`config.mk`:
```
export PLATFORM = sky130hd
export DESIGN_NAME = gpio_bank
export DESIGN_NICKNAME = d
export VERILOG_FILES = /design/src/rtl/gpio_bank_pkg.sv /design/src/rtl/gpio_reg_decode.sv /design/src/rtl/gpio_sync.sv /design/src/rtl/gpio_edge_pick.sv /design/src/rtl/gpio_bank.sv
export SDC_FILE = /design/constraint.sdc
export NUM_CORES = 1
export LEC_CHECK = 0
export CAP_MARGIN = 20
export CORE_MARGIN = 1
export CORE_UTILIZATION = 60
export DETAILED_ROUTE_END_ITERATION = 8
export DONT_BUFFER_PORTS = 1
export GPL_ROUTABILITY_DRIVEN = 0
export PLACE_DENSITY = 0.74
export SYNTH_ARGS = -nofsm -noshare
export SYNTH_HDL_FRONTEND = slang
export SYNTH_HIERARCHICAL = 1
export SYNTH_SLANG_ARGS = --single-unit
```
`constraint.sdc`:
```
create_clock -name clk -period 2.3 [get_ports clk]
set_clock_uncertainty 0.2 [all_clocks]
set_input_delay 0.23 -clock clk [delete_from_list [all_inputs] [get_ports clk]]
set_output_delay 0.23 -clock clk [all_outputs]
set_load 0.05 [all_outputs]
```
`src/rtl/gpio_bank_pkg.sv`:
```
package gpio_bank_pkg;

    typedef enum logic [2:0] {
        SEL_SAMPLE = 3'd0,
        SEL_DRIVE  = 3'd1,
        SEL_DIR    = 3'd2,
        SEL_RISE   = 3'd3,
        SEL_BLOCK  = 3'd4,
        SEL_FLAG   = 3'd5,
        SEL_OWN    = 3'd6,
        SEL_NONE   = 3'd7
    } reg_sel_e;

    localparam logic [7:0] OFS_DRIVE = 8'h04;
    localparam logic [7:0] OFS_BLOCK = 8'h10;
    localparam logic [7:0] OFS_FLAG  = 8'h14;

endpackage

```
`src/rtl/gpio_reg_decode.sv`:
```
module gpio_reg_decode
    import gpio_bank_pkg::*;
#(
    parameter int AW = 5
) (
    input  logic [AW-1:0] addr,
    output reg_sel_e      sel
);
    localparam int LAST_IDX = 6;

    logic [AW-1:0] word_idx;

    always_comb begin
        word_idx = addr >> 2;
        if (addr[1:0] == 2'b00 && word_idx <= AW'(LAST_IDX))
            sel = reg_sel_e'(word_idx[2:0]);
        else
            sel = SEL_NONE;
    end
endmodule

```
`src/rtl/gpio_sync.sv`:
```
module gpio_sync #(
    parameter int W = 16
) (
    input  logic         clk,
    input  logic         rst_n,
    input  logic [W-1:0] raw,
    output logic [W-1:0] cur_q,
    output logic [W-1:0] prev_q
);
    logic [W-1:0] meta_q;

    always_ff @(posedge clk or negedge rst_n) begin
        if (!rst_n) begin
            meta_q <= '0;
            cur_q  <= '0;
            prev_q <= '0;
        end else begin
            meta_q <= raw;
            cur_q  <= meta_q;
            prev_q <= cur_q;
        end
    end
endmodule

```
`src/rtl/gpio_edge_pick.sv`:
```
module gpio_edge_pick #(
    parameter int W = 16
) (
    input  logic [W-1:0] cur,
    input  logic [W-1:0] prev,
    input  logic [W-1:0] rise_sel,
    output logic [W-1:0] hit
);
    for (genvar i = 0; i < W; i++) begin : g_pin
        logic up, down;
        assign up     = cur[i] & ~prev[i];
        assign down   = ~cur[i] & prev[i];
        assign hit[i] = rise_sel[i] ? up : down;
    end
endmodule

```
`src/rtl/gpio_bank.sv`:
```
module gpio_bank
    import gpio_bank_pkg::*;
#(
    parameter int NPINS = 16,
    parameter int AW    = 5,
    parameter int DW    = 32
) (
    input  logic             clk,
    input  logic             rst_n,
    input  logic [AW-1:0]    bus_addr,
    input  logic             bus_we,
    input  logic [DW-1:0]    bus_wdata,
    output logic [DW-1:0]    bus_rdata,
    input  logic [NPINS-1:0] pin_in,
    output logic [NPINS-1:0] pin_out,
    output logic [NPINS-1:0] pin_oe,
    output logic             irq
);
    localparam int PAD = DW - NPINS;

    typedef struct packed {
        logic [NPINS-1:0] drive;
        logic [NPINS-1:0] dir;
        logic [NPINS-1:0] rise;
        logic [NPINS-1:0] block;
        logic [NPINS-1:0] flag;
        logic [NPINS-1:0] own;
    } bank_t;

    bank_t            st_d, st_q;
    reg_sel_e         sel;
    logic [NPINS-1:0] sync_cur, sync_prev, edge_hit, wr_bits, clr_bits, rd_bits;
    logic             unused_hi;

    assign wr_bits   = bus_wdata[NPINS-1:0];
    assign unused_hi = ^bus_wdata[DW-1:NPINS];

    gpio_reg_decode #(.AW(AW)) u_dec (
        .addr (bus_addr),
        .sel  (sel)
    );

    gpio_sync #(.W(NPINS)) u_sync (
        .clk    (clk),
        .rst_n  (rst_n),
        .raw    (pin_in),
        .cur_q  (sync_cur),
        .prev_q (sync_prev)
    );

    gpio_edge_pick #(.W(NPINS)) u_edge (
        .cur      (sync_cur),
        .prev     (sync_prev),
        .rise_sel (st_q.rise),
        .hit      (edge_hit)
    );

    always_comb begin
        st_d     = st_q;
        clr_bits = '0;
        if (bus_we) begin
            unique case (sel)
                SEL_DRIVE: st_d.drive = wr_bits;
                SEL_DIR:   st_d.dir   = wr_bits;
                SEL_RISE:  st_d.rise  = wr_bits;
                SEL_BLOCK: st_d.block = wr_bits;
                SEL_FLAG:  clr_bits   = wr_bits;
                SEL_OWN:   st_d.own   = wr_bits;
                default:   ;
            endcase
        end
        // a fresh edge overrides a simultaneous clear
        st_d.flag = (st_q.flag & ~clr_bits) | edge_hit;
    end

    always_ff @(posedge clk or negedge rst_n) begin
        if (!rst_n) begin
            st_q.drive <= '0;
            st_q.dir   <= '1;
            st_q.rise  <= '0;
            st_q.block <= '1;
            st_q.flag  <= '0;
            st_q.own   <= '0;
        end else begin
            st_q <= st_d;
        end
    end

    always_comb begin
        unique case (sel)
            SEL_SAMPLE: rd_bits = sync_cur & st_q.own;
            SEL_DRIVE:  rd_bits = st_q.drive;
            SEL_DIR:    rd_bits = st_q.dir;
            SEL_RISE:   rd_bits = st_q.rise;
            SEL_BLOCK:  rd_bits = st_q.block;
            SEL_FLAG:   rd_bits = st_q.flag;
            SEL_OWN:    rd_bits = st_q.own;
            default:    rd_bits = '0;
        endcase
    end

    assign bus_rdata = {{PAD{1'b0}}, rd_bits};
    assign pin_out   = st_q.drive;
    assign pin_oe    = st_q.own & ~st_q.dir;
    assign irq       = |(st_q.flag & ~st_q.block & st_q.own);
endmodule

```
======== Word level (Yosys, flattened, before mapping) ========
Index checks and enable logic that the tools add are counted.
storage, ports and cells
  word-level logic and storage cells ...... 118
  input port bits ......................... 56
  bits in registers ....................... 144
  output and inout bits ................... 65
operators by class
  magnitude comparators ................... 1
  eq/ne operators ......................... 6
  mux-type cells .......................... 20
  reductions and logical operators ........ 9
  bitwise logic cells ..................... 73
operator list
  operator                                                number
  case mux 16 bit (7 select lines)                        1
  bitwise AND 16 bit                                      5
  inverter 16 bit                                         3
  bitwise AND 1 bit                                       32
  2-to-1 mux 16 bit                                       2
  inverter 1 bit                                          32
  2-to-1 mux 1 bit                                        16
  bitwise OR 16 bit                                       1
  OR reduction 16 bit                                     1
  AND reduction 2 bit                                     5
  == test 3 bit (second input constant)                   3
  == test 3 x 2 -> 1 bit (second input constant)          2
  == test 3 x 1 -> 1 bit (second input constant)          1
  less-or-equal comparator 3 bit (second input constant)  1
  logical NOT 3 bit                                       1
  2-to-1 mux 3 bit                                        1
  logical NOT 2 bit                                       1
  logical AND 1 bit                                       1

======== Logic depth before layout (Yosys ltp) ========
Gate-level depths: netlist of run 1.
  depth after elaboration ................. 9
  depth in mapped cells ................... 7

======== Modules after synthesis ========
Netlist of run 1, hierarchy kept.
modules (own cells, without submodules)
  module           seq. area each (um2)  area an instance (um2)  cells an instance  times used
  gpio_bank        2442.3                5260.0                  425                1
  gpio_sync        1201.2                1201.2                  48                 1
  gpio_edge_pick   0.0                   360.3                   48                 1
  gpio_reg_decode  0.0                   18.8                    3                  1

======== Worst setup path before layout of run 1 ========
OpenSTA, ideal clock, no wires.
  path kind ............................... input to output
  from .................................... input port bus_addr[1]
  to ...................................... output port bus_rdata[1]
  stages on the path ...................... 6
  data required time ...................... 1.870 ns
  data arrival time ....................... 2.057 ns
  slack ................................... -0.187 ns
  buffers on the path ..................... 3
  path through ............................ or3_1 > buf_4 > buf_4 > buf_4 > mux2i_1 > o221ai_1
between the ends
  cells in the longest elaborated chain, start to end .. 5
  elaborated cells between the ends (all ways) .. 11
ends and longest elaborated chain
  element                                      line                   RTL
  start: declaration                           gpio_bank.sv:10        input logic [AW-1:0] bus_addr,
  logical NOT 2 bit *                          gpio_reg_decode.sv:15  if (addr[1:0] == 2'b00 && word_idx <= AW'(LAST_IDX))
  logical AND 1 bit *                          gpio_reg_decode.sv:15
  2-to-1 mux 3 bit *                           gpio_reg_decode.sv:15
  == test 3 bit, or another cell as far along  gpio_bank.sv:90        unique case (sel)
  case mux 16 bit (7 select lines) *           gpio_bank.sv:90
  end: declaration                             gpio_bank.sv:13        output logic [DW-1:0] bus_rdata,
Every way passes the cells marked *; elsewhere a longest branch is shown, timed or not.

======== Final worst setup path of run 1 ========
  from .................................... register st_q[39] in the netlist's numbering
  to ...................................... output port irq
between the ends
  cells in the longest elaborated chain, start to end .. 4
ends and longest elaborated chain
  element                           line              RTL
  start: declaration                gpio_bank.sv:30   bank_t st_d, st_q;
  start signal: assignment          gpio_bank.sv:85   st_q <= st_d;
  inverter 16 bit                   gpio_bank.sv:105  assign irq = |(st_q.flag & ~st_q.block & st_q.own);
  bitwise AND 16 bit (2 in series)  gpio_bank.sv:105
  OR reduction 16 bit               gpio_bank.sv:105
  end: declaration                  gpio_bank.sv:17   output logic irq
No other way between the ends.

==> impl_metrics.py, run 1 <==
metrics = {
    "clock_tree": {
        "tritoncts": "yes",
        "clock-root-buffer": "clkbuf_16",
        "clk_latency_ns": 0.42,
        "htree_levels": 4,
        "clock_sinks": 144,
        "clockBufferDepth": 2,
        "cts.reportedPaths.clkPinSlew_ns": 0.06,
        "cts_made_buffers": 17,
        "holdBufCountCts": 32,
    },
    "synth": {
        "synthDominantCellAreaShare_pct": 41.0,
        "synth_warnings": 6,
        "synth-seq-cells": 144,
        "synth_area_um2": 6840,
        "synth_top_area_cell": "dfrtp_1",
        "syn-instance-count": 524,
        "netlist_top_cells_area": "dfrtp_1 41%, dfstp_2 12%, mux2_2 12%",
        "yosysUniqueCellTypes": 36,
        "syn_area_per_cell_um2": 13.1,
        "ys_seq_area_share_pct": 53.3,
    },
    "global_route": {
        "grt_overflow_total": 0,
        "met3_usage_pct": 6.58,
        "grt_pass1_wl_um": 23200,
        "grt_max_degree": 145,
        "antenna_found_initial": 0,
        "met1_usage_pct": 33.3,
        "grt-busiest-layer": "met2",
        "use_met2_pct": 44.0,
        "track_usage_pct": 26.7,
        "grt_pass1_vias": 4540,
    },
    "setup_path": {
        "reg2reg_from": "pin_out[4]$_DFFE_PN0P_",
        "cp_slowest_cell": "or4_4",
        "cp-startpoint": "st_q[39]$_DFFE_PN1P_",
        "worst-setup-path-type": "reg -> out",
        "max_stage_delay_ns": 0.58,
        "critPathLaunchType": "register",
        "arrival_ns": 1.95,
        "path_cells": "nand3b_1 -> nand4_1 -> or4_4 -> buf_8",
        "cp_max_fo": 3,
        "required_ns": 1.87,
        "cp-end-kind": "output pin",
    },
    "power_and_ir_drop": {
        "p_total_mw": 7.39,
        "powerDensity_nw_per_um2": 887,
        "peakVddDrop_mv": 0.877,
        "p_leak_nw": 3.80,
    },
    "cells_and_area": {
        "final_common_cell": "dfrtp_1",
        "final_cell_mix": "111 x dfrtp_1, 71 x mux2_2, 36 x buf_4, 35 x nand2_1",
        "finish.utilization_pct": 75.9,
        "seqCellArea_um2": 3640,
        "multiInputGateArea_um2": 2890,
        "fin_nets": 649,
        "diodes": 0,
        "fill_cells": 669,
        "instances_no_fill": 746,
        "drive_gt1_share_pct": 38.6,
        "area.growth.synth_to_final_pct": 21.9,
    },
    "routing": {
        "ant_nets": 0,
        "first_pass_iters": 4,
        "drc": 0,
        "drt_iter0_drc": 232,
        "wl_per_cell_um": 19.4,
        "vias": 4377,
        "via_per_inst": 5.87,
        "routed_wl_um": 14500,
    },
    "timing": {
        "rsz0062_at_grt": "yes",
        "relSlewSlack_pct": 63.4,
        "worstMarginPinSlew_ns": 0.550,
        "min_period_ns": 2.38,
        "finalSetupTns_ns": -0.0791,
        "fin_crit_sh_pct": 103,
        "final_hold_viol_count": 144,
        "setup_viol": 1,
        "maxSlewViolCount": 0,
        "whs_ns": -0.689,
        "clock.fmax_ghz": 0.420,
        "fin_ws_ns": -0.0791,
    },
    "die": {
        "rows": 38,
        "initial_core_util_pct": 62.3,
        "pin_count": 121,
        "die_h_um": 109,
        "die_x_um": 109,
        "coreArea_um2": 11000,
        "dieArea_um2": 11800,
    },
    "min_path": {
        "hold_class": "in -> async",
    },
    "job": {
        "maxCapViolCount": 0,
    },
    "place": {
        "pre_cts_ws_ns": -0.0130,
        "dpl.hpwl_um": 9120,
        "port_buffers": 0,
        "dp_cells": 679,
    },
    "status": {
        "violations": "hold timing, setup timing",
        "outcome": "complete, but fails checks",
    },
}
per-stage QoR:
| step | cell area (µm²) | hold WS [ns] |
|---|---|---|
| 3_5_place_dp | 7430 | -0.261 |
| 4_1_cts | 8320 | -0.715 |
| 3_3_place_gp | 7430 | -0.262 |
| 2_1_floorplan | 6910 | -0.266 |
| 6_report | 8340 | -0.689 |
| 5_1_grt | 8340 | -0.719 |
timing repair:
action / 4_1_cts / 5_1_grt
endpoints found under the setup margin: 2 / 9
resized for setup: 4 / 4
endpoints found under the hold margin: 256 / 144
pin swaps: 4 / 0
buffers inserted: 3 / 0
layer usage:
| metal | wire, µm | share of wire (%) |
|---|---|---|
| met1 | 6370 | 44 |
| met2 | 7350 | 51 |
| met3 | 543 | 3.8 |
| met4 | 213 | 1.5 |
| met5 | 0 | 0 |
critical path: cells and delay by family, from the launching register on:
| family | cells | cell delay [ns] |
|---|---|---|
| buffers and inverters | 1 | 0.17 |
| DFF | 1 | 0.54 |
| and+or+nand+nor | 3 | 0.82 |
cell families after synthesis:
| group | after synthesis | synth area share, % |
|---|---|---|
| and+or+nand+nor | 116 | 10.5 |
| muxes | 113 | 18.8 |
| AOI/OAI and AO/OA | 91 | 11.2 |
| DFF | 144 | 53.3 |
| buffers and inverters | 59 | 6.18 |
| other | 1 | 0.0548 |
path summary, 6_finish.rpt:
check | cells after the start | endpoint | slack (ns)
max in group asynchronous | 0 | st_q[78]$_DFFE_PN1P_ | 2.30
min | 0 | st_q[15]$_DFFE_PN0P_ | -0.69
min in group clk | 3 | st_q[1]$_DFFE_PN0P_ | 0.05
max | 4 | irq | -0.08
min reg2reg | 0 | u_sync/cur_q[0]$_DFF_PN0_ | 0.15
max reg2reg | 1 | pin_out[4]$_DFFE_PN0P_ | 1.03
synth_stat cells, drive strengths merged:
cell,instances
nand4b,1
o2bb2ai,13
nor4bb,1
o221ai,2
a22o,1
nand2b,18
a221o,2
a21oi,15
mux2,82
nand2,35
conb,1
buf,54
a21o,29
or3,3
nor3b,1
dfrtp,112
clkbuf,5
mux2i,30
nand3b,31
o22ai,16
and2b,1
mux4,1
nor2b,17
or4,1
dfstp,32
and4b,1
a221oi,13
nand4,4
or2,1
nor3,1
cell type report:
| class | instances | area share (%) |
|---|---|---|
| clock buffer | 23 | 5.61 |
| clock inverter | 9 | 0.751 |
| multi-input combinational | 336 | 34.6 |
| sequential | 144 | 43.7 |
| tap | 140 | 2.10 |
| timing repair buffer | 94 | 13.2 |
state kept, by name, summed over array words and instances, names as in the netlist:
signal,flops
u_sync/cur_q,16
u_sync/meta_q,16
st_q,80
u_sync/prev_q,16
pin_out,16
report_power, final:
| part | total [mW] | switching, mW | internal (mW) |
|---|---|---|---|
| combinational | 1.62 | 0.869 | 0.747 |
| clock | 2.46 | 1.02 | 1.43 |
| sequential | 3.32 | 0.416 | 2.90 |
| total | 7.39 | 2.31 | 5.08 |
(Power assumes the default switching activity.)
==> run 2: changes to the inputs <==
Settings changed: BUFFER_PORTS_ARGS set to -buffer_cell sky130_fd_sc_hd__clkbuf_2, CORE_UTILIZATION 60 to 56, DONT_BUFFER_PORTS 1 to not set, PLACE_DENSITY 0.74 to 0.89.
==> run 2 against run 1 <==
The run ends with setup timing left. Core utilization fell by 4.0 points. Sequential share of layout area fell by 1.3 points. Non-clock buffer count grew 55. Sequential power is 2% lower. Global-route usage rose by 1.0 points.
==> impl_metrics.py, run 2 (same netlist as run 1, synthesis figures left out) <==
metrics = {
    "status": {
        "outcome": "complete, but fails checks",
        "violations": "setup timing",
    },
    "timing": {
        "maxSlewViolCount": 0,
        "setup_viol": 1,
        "rsz0062_at_grt": "yes",
        "relSlewSlack_pct": 60.0,
        "clock.fmax_ghz": 0.417,
        "worstMarginPinSlew_ns": 0.600,
        "min_period_ns": 2.40,
        "final_hold_viol_count": 0,
        "fin_crit_sh_pct": 104,
        "fin_ws_ns": -0.100,
    },
    "power_and_ir_drop": {
        "p_seq_share_pct": 42.1,
        "comb_power_share_pct": 23.2,
        "p_leak_nw": 4.02,
        "p_int_mw": 5.25,
        "p_switching_mw": 2.47,
        "p_clk_share_pct": 34.8,
        "powerDensity_nw_per_um2": 897,
        "p_total_mw": 7.71,
        "p_sw_share_pct": 32.0,
        "peakVddDrop_mv": 0.682,
    },
    "die": {
        "coreArea_um2": 12000,
        "dieArea_um2": 12700,
        "initial_core_util_pct": 57.2,
        "pin_count": 121,
        "rows": 40,
        "die_x_um": 113,
        "die_h_um": 113,
    },
    "routing": {
        "ant_nets": 0,
        "vias": 4849,
        "drt_iter0_drc": 352,
        "first_pass_iters": 5,
        "drc": 0,
        "via_per_inst": 6.01,
        "routed_wl_um": 16400,
        "wl_per_cell_um": 20.3,
    },
    "setup_path": {
        "r2r_slack_ns": 1.13,
        "arrival_ns": 1.97,
        "critPathLaunchType": "register",
        "worst-setup-path-type": "reg -> out",
        "required_ns": 1.87,
        "cp-end-kind": "output pin",
        "cp_max_fo": 3,
    },
    "clock_tree": {
        "clk_latency_ns": 0.42,
        "clock-root-buffer": "clkbuf_16",
        "tritoncts": "yes",
        "cts_made_buffers": 17,
        "clock_sinks": 144,
        "clockBufferDepth": 2,
        "htree_levels": 4,
        "cts.reportedPaths.clkPinSlew_ns": 0.06,
    },
    "global_route": {
        "grt_max_degree": 62,
        "grt_overflow_total": 0,
        "grt_pass1_vias": 5090,
        "grt_pass1_wl_um": 26300,
        "antenna_found_initial": 0,
        "track_usage_pct": 27.7,
    },
    "min_path": {
        "hold_class": "in -> async",
    },
    "cells_and_area": {
        "fin_nets": 704,
        "drive_gt1_share_pct": 44.2,
        "final_common_cell": "dfrtp_1",
        "instances_no_fill": 807,
        "diodes": 0,
        "largest_reg_flops": 80,
        "final_cell_area_um2": 8600,
        "final_cell_mix": "112 x dfrtp_1, 71 x mux2_2, 71 x clkbuf_2, 35 x nand2_1, 33 x dlygate4sd3_1",
        "largest-register": "st_q",
        "area.growth.synth_to_final_pct": 25.7,
    },
    "place": {
        "dpl.hpwl_um": 10300,
        "dp_cells": 742,
        "port_buffers": 88,
        "place_area_um2": 7600,
    },
    "job": {
        "maxCapViolCount": 0,
    },
}
## run 2: changes by cell type in the layout (fill, tap and decap cells not counted), sizes merged
| cell | before | now |
|---|---|---|
| buf | 62 | 40 |
| bufinv | 0 | 2 |
| clkbuf | 23 | 95 |
| clkinv | 8 | 4 |
| clkinvlp | 1 | 4 |
| dlygate4sd3 | 32 | 33 |
| inv | 0 | 2 |
## run 2: final cells by class
| type | instances | area, µm² |
|---|---|---|
| Sequential cell | 144 | 3640 |
| Fill cell | 735 | 3370 |
| Multi-Input combinational cell | 336 | 2910 |
| Timing Repair Buffer | 149 | 1280 |
| Clock buffer | 19 | 443 |
| Tap cell | 147 | 184 |
| Clock inverter | 12 | 135 |
## run 2: worst paths after layout
kind                                             startpoint                         end  cells past startpoint
min in group clk                u_sync/meta_q[10]$_DFF_PN0_  u_sync/cur_q[10]$_DFF_PN0_                      0
worst max register to register    u_sync/cur_q[6]$_DFF_PN0_          st_q[22]$_DFF_PN0_                      3
worst min register to register  u_sync/meta_q[10]$_DFF_PN0_  u_sync/cur_q[10]$_DFF_PN0_                      0
max in group asynchronous                             rst_n        st_q[45]$_DFFE_PN1P_                      3
worst max-delay path                   st_q[39]$_DFFE_PN1P_                         irq                      4
worst min-delay path                                  rst_n        st_q[54]$_DFFE_PN0P_                      2
## run 2: routing by layer
metal | GRT usage (%) | up-vias | routed length, µm
met5 | 0 | - | 0
met4 | 15.9 | 0 | 652
met3 | 7.29 | 53 | 848
met2 | 46.7 | 188 | 8330
met1 | 32.2 | 2500 | 6550
li1 | - | 2108 | -
## run 2: repair_timing
item	CTS	global route
buffers inserted	1	0
gates resized for setup	11	13
pin swaps	3	1
hold endpoints to repair	170	0
setup endpoints to repair	16	7
hold buffers	33	0
## run 2: power groups by stage
stage,clock [mW],combinational [mW],sequential [mW]
2_1_floorplan,0,1.33,3.15
3_3_place_gp,0,1.65,3.22
3_5_place_dp,0,1.70,3.25
4_1_cts,2.71,1.77,3.22
5_1_grt,2.84,1.89,3.28
6_report,2.68,1.79,3.24
## run 2: stage by stage
stage               utilization (%)  hold slack [ns]  worst slack (ns)  TNS (ns)
CTS                            71.5            0.147           -0.0936   -0.0936
finish                         71.9            0.146            -0.100    -0.100
global placement               63.5           0.0320            -0.106     -1.80
detailed placement             63.5           0.0467            -0.146     -3.72
floorplan                         -           -0.266            0.0839         0
global route                   71.9            0.153            -0.141    -0.141
## run 2: worst max-delay path: stages, from the launching register on
cell      delay (ns)
dfstp_2         0.55
nand3b_1        0.15
nand4_1         0.12
or4_4           0.55
buf_8           0.17
==> run 3: changes to the inputs <==
Settings changed: CORE_UTILIZATION 56 to 50, GPL_ROUTABILITY_DRIVEN 0 to not set, PLACE_DENSITY 0.89 to 0.82.
==> run 3 against run 2 <==
Largest power group unchanged. The flow still finishes with violations (setup timing). Worst setup slack worse by 0.024 ns. Register-to-register slack better by 0.04 ns. Non-clock buffer count is 5 higher. First-iteration DRC count is 9.4% lower. Highest routed layer unchanged. Core utilization is 6.3 points lower. Power is 2.5% higher. Flip-flop and latch count stayed put. Combinational power hardly changed. Cell count is 4.3% higher.
==> impl_metrics.py, run 3 (same netlist as run 1, synthesis figures left out) <==
metrics = {
    "clock_tree": {
        "cts.reportedPaths.clkPinSlew_ns": 0.06,
        "clock_sinks": 144,
        "clk_latency_ns": 0.42,
        "htree_levels": 4,
        "tritoncts": "yes",
        "clock-root-buffer": "clkbuf_16",
        "clockBufferDepth": 2,
        "cts_made_buffers": 17,
    },
    "global_route": {
        "grt_pass1_vias": 4881,
        "grt_max_degree": 67,
        "grt_overflow_total": 0,
        "antenna_found_initial": 0,
        "grt_pass1_wl_um": 26300,
        "track_usage_pct": 24.3,
    },
    "timing": {
        "finalSetupTns_ns": -0.124,
        "worstMarginPinSlew_ns": 0.594,
        "final_hold_viol_count": 0,
        "fin_crit_sh_pct": 105,
        "maxSlewViolCount": 0,
        "whs_ns": 0.147,
        "setup_viol": 1,
        "fin_ws_ns": -0.124,
        "relSlewSlack_pct": 60.4,
        "rsz0062_at_grt": "yes",
        "clock.fmax_ghz": 0.413,
        "min_period_ns": 2.42,
    },
    "place": {
        "port_buffers": 88,
        "dp_cells": 772,
        "dpl.hpwl_um": 10300,
        "finalWeightedCongestion": 0.795,
    },
    "routing": {
        "drt_iter0_drc": 319,
        "ant_nets": 0,
        "drc": 0,
        "first_pass_iters": 5,
        "via_per_inst": 5.65,
        "vias": 4759,
        "wl_per_cell_um": 19.0,
        "routed_wl_um": 16000,
    },
    "die": {
        "die_x_um": 119,
        "dieArea_um2": 14200,
        "pin_count": 121,
        "rows": 42,
        "die_h_um": 119,
        "initial_core_util_pct": 51.4,
        "coreArea_um2": 13300,
    },
    "cells_and_area": {
        "final_cell_mix": "112 x dfrtp_1, 71 x mux2_2, 70 x clkbuf_2, 35 x nand2_1, 33 x dlygate4sd3_1",
        "largest_reg_flops": 80,
        "fill_cells": 920,
        "drive_gt1_share_pct": 44.7,
        "final_common_cell": "dfrtp_1",
        "fin_nets": 709,
        "diodes": 0,
        "instances_no_fill": 842,
        "largest-register": "st_q",
        "area.growth.synth_to_final_pct": 27.4,
    },
    "power_and_ir_drop": {
        "p_total_mw": 7.91,
        "p_leak_nw": 4.08,
        "powerDensity_nw_per_um2": 908,
        "peakVddDrop_mv": 0.546,
    },
    "setup_path": {
        "worst-setup-path-type": "reg -> out",
        "cp-startpoint": "st_q[45]$_DFFE_PN1P_",
        "required_ns": 1.87,
        "arrival_ns": 1.99,
        "critPathLaunchType": "register",
        "cp-end-kind": "output pin",
        "reg2reg_from": "u_sync/cur_q[6]$_DFF_PN0_",
        "cp_max_fo": 2,
    },
    "status": {
        "outcome": "complete, but fails checks",
        "violations": "setup timing",
    },
    "job": {
        "maxCapViolCount": 0,
    },
    "min_path": {
        "hold_class": "reg -> reg",
        "min_from": "u_sync/meta_q[0]$_DFF_PN0_",
    },
}
run 3: worst max-delay path, stage by stage, from the launching register on:
cell and delay (ns):
dfstp_2 0.53, nand3b_1 0.12, nand4_1 0.14, or4_4 0.58, clkbuf_16 0.20
run 3: where the power goes:
group,internal [mW],total (mW),leakage [nW],switching [mW]
Clock,1.80,2.86,0.303,1.05
Combinational,0.750,1.82,2.14,1.07
Sequential,2.90,3.23,1.64,0.323
Total,5.46,7.91,4.08,2.45
run 3: area by class of cell:
class | count | area [µm²] | share of cell area [%]
clock buffers | 17 | 425 | 4.88
flip-flops and latches | 144 | 3640 | 41.8
well taps | 176 | 220 | 2.53
repair buffers | 154 | 1340 | 15.4
multi-input cells | 336 | 2900 | 33.2
clock inverters | 15 | 191 | 2.20
run 3: per-stage QoR:
| step | worst slack, ns | instance area, µm² | utilization (%) |
|---|---|---|---|
| 2_1_floorplan | 0.0839 | 6910 | - |
| 3_3_place_gp | -0.0643 | 7670 | 57.7 |
| 3_5_place_dp | -0.115 | 7670 | 57.7 |
| 4_1_cts | -0.140 | 8690 | 65.4 |
| 5_1_grt | -0.187 | 8720 | 65.6 |
| 6_report | -0.124 | 8720 | 65.6 |
run 3: worst paths after layout:
kind	depth (start not counted)	end	slack (ns)
min reg2reg	0	u_sync/cur_q[0]$_DFF_PN0_	0.15
max reg2reg	3	st_q[22]$_DFF_PN0_	1.17
max in group asynchronous	3	st_q[68]$_DFFE_PN1P_	1.03
min in group asynchronous	2	st_q[51]$_DFFE_PN0P_	0.17
min	0	u_sync/cur_q[0]$_DFF_PN0_	0.15
max	4	irq	-0.12
run 3: layer usage:
| layer | wire, µm | global-route usage [%] | up-vias |
|---|---|---|---|
| met3 | 732 | 5.75 | 36 |
| li1 | - | - | 2125 |
| met2 | 7930 | 38.4 | 164 |
| met4 | 392 | 11.1 | 0 |
| met5 | 0 | 0 | - |
| met1 | 6930 | 31.9 | 2434 |
run 3: repair_timing:
| action | in CTS | in global routing |
|---|---|---|
| resized for setup | 8 | 7 |
| pin swaps | 3 | 0 |
| buffers inserted | 5 | 0 |
| endpoints found under the hold margin | 174 | 0 |
| cloned | 0 | 0 |
| hold buffers | 33 | 0 |
| endpoints found under the setup margin | 17 | 5 |
